<file path="src/rtl/eeprom_ctrl.sv">
module eeprom_ctrl #(
  parameter int ADDR_W       = 8,
  parameter int WRITE_CYCLES = 680000,
  parameter int UNLOCK_WIN   = 4,
  parameter int READ_STALL   = 4,
  parameter int WRITE_STALL  = 2,
  parameter logic [7:0] READY_VECTOR = 8'h2C
) (
  input  logic       clk,
  input  logic       rst_n,
  input  logic       reg_wr,
  input  logic [1:0] reg_sel,
  input  logic [7:0] reg_wdata,
  output logic [7:0] reg_rdata,
  output logic       cpu_stall,
  output logic       irq,
  output logic [7:0] irq_vector
);
  localparam int DEPTH     = 1 << ADDR_W;
  localparam int WC_W      = $clog2(WRITE_CYCLES + 1);
  localparam int MW_W      = $clog2(UNLOCK_WIN + 1);
  localparam int STALL_MAX = (READ_STALL > WRITE_STALL) ? READ_STALL : WRITE_STALL;
  localparam int ST_W      = $clog2(STALL_MAX + 1);

  logic [7:0]        mem [DEPTH];
  logic [7:0]        data_q, addr_lo_q, addr_hi_q, wdata_lat;
  logic [ADDR_W-1:0] waddr_lat;
  logic [WC_W-1:0]   wcnt;
  logic [MW_W-1:0]   mwin;
  logic [ST_W-1:0]   stall_cnt;
  logic              rie, pend;

  wire ctrl_wr = reg_wr && (reg_sel == 2'd0);
  wire busy    = (wcnt != '0);
  wire armed   = (mwin != '0);
  wire rd_go   = ctrl_wr && reg_wdata[0];
  wire wr_go   = ctrl_wr && reg_wdata[1] && armed && !busy;
  wire done    = (wcnt == WC_W'(1));
  wire [ADDR_W-1:0] cur_addr = ADDR_W'({addr_hi_q, addr_lo_q});

  assign cpu_stall  = (stall_cnt != '0);
  assign irq        = pend;
  assign irq_vector = READY_VECTOR;

  always_comb begin
    case (reg_sel)
      2'd0:    reg_rdata = {4'b0, rie, armed, busy, 1'b0};
      2'd1:    reg_rdata = data_q;
      2'd2:    reg_rdata = addr_lo_q;
      default: reg_rdata = addr_hi_q;
    endcase
  end

  always_ff @(posedge clk) begin
    if (!rst_n) begin
      data_q    <= '0;
      addr_lo_q <= '0;
      addr_hi_q <= '0;
      rie       <= 1'b0;
    end else begin
      if (reg_wr && reg_sel == 2'd1) data_q <= reg_wdata;
      if (reg_wr && reg_sel == 2'd2) addr_lo_q <= reg_wdata;
      if (reg_wr && reg_sel == 2'd3) addr_hi_q <= reg_wdata;
      if (ctrl_wr) rie <= reg_wdata[3];
      if (rd_go) data_q <= mem[cur_addr];
    end
  end

  always_ff @(posedge clk) begin
    if (!rst_n) begin
      mwin <= '0;
    end else if (wr_go) begin
      mwin <= '0;
    end else if (ctrl_wr && reg_wdata[2]) begin
      mwin <= MW_W'(UNLOCK_WIN);
    end else if (armed) begin
      mwin <= mwin - 1'b1;
    end
  end

  always_ff @(posedge clk) begin
    if (!rst_n) begin
      wcnt      <= '0;
      waddr_lat <= '0;
      wdata_lat <= '0;
    end else if (wr_go) begin
      wcnt      <= WC_W'(WRITE_CYCLES);
      waddr_lat <= cur_addr;
      wdata_lat <= data_q;
    end else if (busy) begin
      wcnt <= wcnt - 1'b1;
    end
  end

  always_ff @(posedge clk) begin
    if (!rst_n) begin
      for (int i = 0; i < DEPTH; i++) mem[i] <= 8'hFF;
    end else if (done) begin
      mem[waddr_lat] <= wdata_lat;
    end
  end

  always_ff @(posedge clk) begin
    if (!rst_n)
      stall_cnt <= '0;
    else if (wr_go)
      stall_cnt <= ST_W'(WRITE_STALL);
    else if (rd_go)
      stall_cnt <= ST_W'(READ_STALL);
    else if (cpu_stall)
      stall_cnt <= stall_cnt - 1'b1;
  end

  always_ff @(posedge clk) begin
    if (!rst_n)
      pend <= 1'b0;
    else if (rd_go || wr_go || (ctrl_wr && !reg_wdata[3]))
      pend <= 1'b0;
    else if (ctrl_wr && reg_wdata[3] && !busy)
      pend <= 1'b1;
    else if (done && rie)
      pend <= 1'b1;
  end

  a_r3_busy_needs_request: assert property (@(posedge clk) disable iff (!rst_n)
    $rose(busy) |-> $past(ctrl_wr && reg_wdata[1]));
  a_r4_no_start_unarmed: assert property (@(posedge clk) disable iff (!rst_n)
    (ctrl_wr && reg_wdata[1] && !armed && !busy) |=> !busy);
  a_r6_latch_steady: assert property (@(posedge clk) disable iff (!rst_n)
    (busy && $past(busy)) |-> ($stable(waddr_lat) && $stable(wdata_lat)));
  a_r8_stall_on_start: assert property (@(posedge clk) disable iff (!rst_n)
    $rose(busy) |-> cpu_stall);
  a_r10_irq_only_idle: assert property (@(posedge clk) disable iff (!rst_n)
    irq |-> (!busy && rie));
endmodule

</file>
<file path="config.mk">
export PLATFORM = sky130hd
export DESIGN_NAME = eeprom_ctrl
export DESIGN_NICKNAME = d
export VERILOG_FILES = /design/src/rtl/eeprom_ctrl.sv
export SDC_FILE = /design/constraint.sdc
export NUM_CORES = 2
export LEC_CHECK = 0
export BUFFER_PORTS_ARGS = -buffer_cell sky130_fd_sc_hd__buf_2
export CORE_MARGIN = 8
export CORE_UTILIZATION = 45
export DETAILED_ROUTE_END_ITERATION = 8
export GPL_ROUTABILITY_DRIVEN = 1
export HOLD_SLACK_MARGIN = 0.03
export PLACE_DENSITY_LB_ADDON = 0.3
export SLEW_MARGIN = 40
export SYNTH_ARGS = -nofsm -noshare
export SYNTH_HDL_FRONTEND = slang
export SYNTH_SLANG_ARGS = --single-unit
</file>
<file path="constraint.sdc">
create_clock -name clk -period 3.05 [get_ports clk]
set_input_delay 0.61 -clock clk [delete_from_list [all_inputs] [get_ports clk]]
set_output_delay 0.61 -clock clk [all_outputs]
set_load 0.01 [all_outputs]
</file>
---- Yosys cells after proc, flatten, opt, wreduce, memory -nomap -nowiden ----
Memory sizes are Yosys's and may differ from the RTL's. A register that Yosys moved wholly into a read port is not among the register bits.
Cells that the tools add are included.
word-level totals
  bits in read-only memories .............. 0
  flip-flop bits (word level) ............. 68
  memory bits (writable) .................. 2048
  bits in latches ......................... 0
  logic and storage cells ................. 76
  memories ................................ 1
  input bits .............................. 13
memory list
  memory  words  bits a word  read ports  clocked after Yosys merged registers in  wr ports  RTL line  RTL
  mem     256    8            1           1                                        256       25        logic [7:0] mem [DEPTH];
cells by class
  multiply operators ...................... 0
  mux-type cells .......................... 21
  magnitude comparators ................... 0
  div/mod/pow operators ................... 0
  shifts and indexed selects .............. 0
  bitwise gates (word level) .............. 1
  add/sub/neg operators ................... 3
  equality and inequality tests ........... 4
  reductions and logical operators ........ 32
operator list
  cell                   number
  $mux 8                 6
  $mux 20                2
  $pmux 8 s3             1
  $eq 20x1->1 const B    1
  $reduce_bool 20->1     1
  $sub 20x1->20 const B  1
  $logic_and 1x1->1      13
  $mux 3                 4
  $reduce_bool 2->1      5
  $reduce_bool 3->1      3
  $reduce_or 8->1        1
  $mux 1                 7
  $reduce_or 3->1        2
  $sub 3x1->3 const B    2
  $eq 2x2->1 const B     2
  $reduce_or 2->1        2
  $eq 2x1->1 const B     1
  $logic_not 1->1        2
  $logic_not 2->1        1
  $logic_or 1x1->1       2
  $mux 2                 1
  $not 1->1              1

---- Depth between registers and ports, before layout ----
  depth after elaboration ................. 8
  mapped depth ............................ 14
  depth with buffers taken out ............ 7

---- Least setup slack after synthesis ----
No wires, ideal clock.
  path type ............................... reg-to-reg
  start point ............................. register wcnt[13]
  end point ............................... memory mem[167][0] (enable)
  stages on the path, launching flop included .. 10
  arrival ................................. 2.846 ns
  path slack .............................. -0.180 ns
  period minus slack after synthesis ...... 3.230 ns
  path through ............................ dfxtp_1 or4_4 nor3_2 and4_1 buf_2 nand2_4 or3_1 buf_2 clkbuf_1 o21ai_0
RTL lines
  what                      RTL line  RTL
  start: declaration        28        logic [WC_W-1:0] wcnt;
  start signal: assignment  87        wcnt <= WC_W'(WRITE_CYCLES);
  start signal: assignment  91        wcnt <= wcnt - 1'b1;
  end: declaration          25

---- Final worst setup path ----
  start point ............................. register wcnt[13]
  end point ............................... output port reg_rdata[1]
on the way
  word-level cells in the longest chain between the ends .. 2
RTL lines
  what                RTL line  RTL
  $reduce_bool 20->1  34        wire busy = (wcnt != '0);
  $pmux 8 s3          46        case (reg_sel)
  end: declaration    14        output logic [7:0] reg_rdata,
Every way passes these cells.

==> results_dict.tcl <==
set metrics [dict create \
    status "finished, violations left" \
    violations "setup timing" \
    grt_max_degree 92 \
    die_y_um 482.3 \
    cp-start-kind "register" \
    clockBufferDepth 3 \
    antenna_found_initial 20 \
    netlist_area_um2 97860 \
    clock_sinks 2124 \
    die_w_um 482.3 \
    mostFrequentLayoutCells "2048 x edfxtp_1, 1582 x or2_2, 659 x buf_4" \
    drtAntennaViolNets 0 \
    yosys_register_bits 2124 \
    final.min_clock_period_ps 3625 \
    start_util_pct 45.15 \
    p_per_area_nw_per_um2 544.6 \
    vias_per_cell 5.960 \
    seqPwrFrac_pct 51.8 \
    p_sw_mw 14.58 \
    rsz0062_at_grt "true" \
    place_hpwl_um 205000 \
    vdd.ir_drop.worst_uv 538.1 \
    synth_cells 6770 \
    synth-seq-area-share_pct 64.40 \
    clk_pin_slew_worst_paths_ps 60 \
    ioPinCount 31 \
    drc 0 \
    numCtsBuffers 218 \
    path_common_cell "buf_6" \
    cap_viol_max_count 0 \
    hold_viol 0 \
    grt_use_total_pct 25.93 \
    max_freq_ghz 0.2759 \
    wire_per_inst_um 29.73 \
    ff2ff_path_depth 11 \
    internal_power_mw 49.30 \
    drive_gt1_share_pct 48.33 \
    comb_power_share_pct 7.2 \
    finalSetupViolCount 696 \
    r2r-start "wcnt[13]$_SDFFE_PN0P_" \
    syn_area_per_cell_um2 14.46 \
    worst_pin_slew_ps 927.5 \
    cpPeakStageDelay_ps 560 \
    critical_path.endpoint_type "output port" \
    grt_pass1_vias 60330 \
    grt_pass1_wl_um 439600 \
    synth_edf_count 2048 \
    crit_arrival_ps 3010 \
    timing.rr.end "mem[10][6]$_SDFFCE_PN1P_" \
    final_common_cell "edfxtp_1" \
    cts-root-buf "clkbuf_16" \
    slew_viol_final 0 \
    numPortBuffers 22 \
    clkLatencyLatePin_ps 880 \
    finClkSkew_ps 44.34 \
    cts.htree.levels 4 \
    min_delay_path_depth 3 \
    crit_type "register to output port" \
    die_area_um2 232600 \
    power.share.switching_pct 22.82 \
    critical-path-slowest-cell "or4_4" \
    critical_path.endpoint "reg_rdata[1]" \
    layout_setup_ws_ps -574.6 \
    synth_cell_types 76 \
    relSlewSlack_pct 37.69 \
    vias 62160 \
    clkPwrFrac_pct 41.0 \
    synthArstFlopShare_pct 0 \
    path_max_fanout 5 \
    place_congestion 0.9253 \
    gr-usage-met1_pct 35.81 \
    tns_ps -34570 \
    yosys_warnings 0 \
    rows 171 \
    first_pass_iters 8 \
    finalCritPeriodShare_pct 118.8 \
    grt.busiest_layer "met2" \
    regToRegSetupSlack_ps -210 \
    routed_wl_um 310000 \
    synthFlopType "edfxtp_1" \
    worstHoldStart "reg_wdata[3]" \
    cp_cell_sequence "or4_4 > nor3_4 > buf_6 > nand4_1 > buf_6 > mux4_2 > buf_6" \
    grt_overflow 0 \
    met3_usage_pct 6.329 \
    cts_tree "built" \
    hold_slack_ps 86.29 \
    required_ps 2440 \
    grt_use_met2_pct 39.24 \
    p_leak_nw 35.50 \
    nets 7400 \
    coreArea_um2 216700 \
    critPathLaunch "wcnt[13]$_SDFFE_PN0P_" \
    dp_slack_ps -438.5 \
    drtIter0Drc 7954 \
    min_path_type "primary input to register" \
    area_delta_synth_final_pct 19.87 \
]
power by group through the flow:
| stage | clock network [mW] | logic (mW) | registers [mW] |
|---|---|---|---|
| 2_1_floorplan | 0 | 2.21 | 33.5 |
| 3_3_place_gp | 0 | 4.08 | 33.7 |
| 3_5_place_dp | 0 | 4.17 | 33.7 |
| 4_1_cts | 26.4 | 4.37 | 33.1 |
| 5_1_grt | 27.4 | 4.81 | 33.2 |
| 6_report | 26.2 | 4.59 | 33.1 |
registers in the layout (all words and copies together) (netlist names), named ones only:
signal	cells
irq	1
stall_cnt	3
mem	2048
data_q	8
wdata_lat	8
addr_hi_q	8
waddr_lat	8
rie	1
addr_lo_q	8
mwin	3
wcnt	20
layer usage:
layer / wire, um / vias up / part of all wire, %
li1: - / 26120 / -
met1: 120000 / 31750 / 39
met2: 139700 / 3597 / 45
met3: 34510 / 679 / 11
met4: 15780 / 12 / 5.1
met5: 72 / - / 0.023
worst max-delay path, delay by kind of cell, from the launching register on:
kind / cells / cell delay, ps
mux: 1 / 540
flops: 1 / 310
simple gates: 3 / 850
buf+inv: 3 / 470
synthesized netlist by cell type, drive strengths merged (5+ instances only):
| master | count | area, um2 |
|---|---|---|
| a311oi | 6 | 52.55 |
| o311a | 6 | 60.06 |
| o22ai | 27 | 168.9 |
| nor4 | 19 | 140.1 |
| nand2 | 656 | 2502 |
| o311ai | 5 | 43.79 |
| a22oi | 54 | 405.4 |
| a211oi | 14 | 105.1 |
| nor2 | 108 | 417.9 |
| or3 | 60 | 375.4 |
| inv | 13 | 48.79 |
| nand4 | 14 | 87.58 |
| dfxtp | 76 | 1521 |
| ha | 6 | 75.07 |
| mux2i | 175 | 1752 |
| a21oi | 83 | 415.4 |
| nand3 | 56 | 280.3 |
| a221oi | 9 | 78.83 |
| a2111oi | 11 | 96.34 |
| mux2 | 12 | 135.1 |
| xnor2 | 6 | 52.55 |
| or2 | 1999 | 12510 |
| a22o | 10 | 87.58 |
| o21ai | 41 | 205.2 |
| mux4 | 468 | 10540 |
| and2 | 11 | 68.82 |
| nor2b | 16 | 100.1 |
| nand2b | 33 | 206.5 |
| buf | 143 | 847.1 |
| o31ai | 5 | 37.54 |
| nor3 | 52 | 352.8 |
| a31oi | 20 | 125.1 |
| clkbuf | 381 | 1430 |
| o221ai | 46 | 402.9 |
| and3 | 16 | 100.1 |
| edfxtp | 2048 | 61500 |
layout make-up:
type	instances	area, um2
tap	2854	3571
inverter	15	57.56
timing repair buffer	909	9647
sequential	2124	63070
antenna	12	30.03
multi-input combinational	4113	34060
clock inverter	132	1184
clock buffer	270	5693
fill	17230	99430
how the worst min path moves through the flow:
stage / end
floorplan: wdata_lat[1]$_SDFFE_PN0P_
global placement: wdata_lat[6]$_SDFFE_PN0P_
detailed placement: rie$_SDFFE_PN0N_
CTS: rie$_SDFFE_PN0N_
global route: rie$_SDFFE_PN0N_
finish: rie$_SDFFE_PN0N_
kinds of logic (layout without fill, tap and decap cells):
logic type	count (synthesis)	in the layout	share of synthesized area (%)
AO/OA/AOI/OAI	379	379	2.705
XOR/XNOR	9	9	0.08055
adder cells (fa/ha/maj)	6	6	0.07671
buffers and inverters	539	1326	2.384
flip-flops	2124	2124	64.40
multiplexers	655	655	12.70
other	2	20	0.007674
AND/OR/NAND/NOR	3056	3056	17.65
stage by stage:
| stage | area, um2 | utilization (%) | total power [mW] | cells |
|---|---|---|---|---|
| floorplan | 97880 | - | 35.75 | 6776 |
| global placement | 107400 | 49.53 | 37.75 | 9895 |
| detailed placement | 107400 | 49.56 | 37.88 | 9897 |
| CTS | 115800 | 53.41 | 63.84 | 10340 |
| global route | 117300 | 54.12 | 65.39 | 10420 |
| finish | 117300 | 54.13 | 63.88 | 10430 |
timing repair:
action                                   CTS  global route
buffers inserted                          36            71
endpoints found under the hold margin      1             0
pin swaps                                 18            25
hold buffers                               1             0
gates cloned                               7             8
endpoints found under the setup margin  3881          3235
gates resized for setup                  256           188
(Power assumes the default switching activity.)
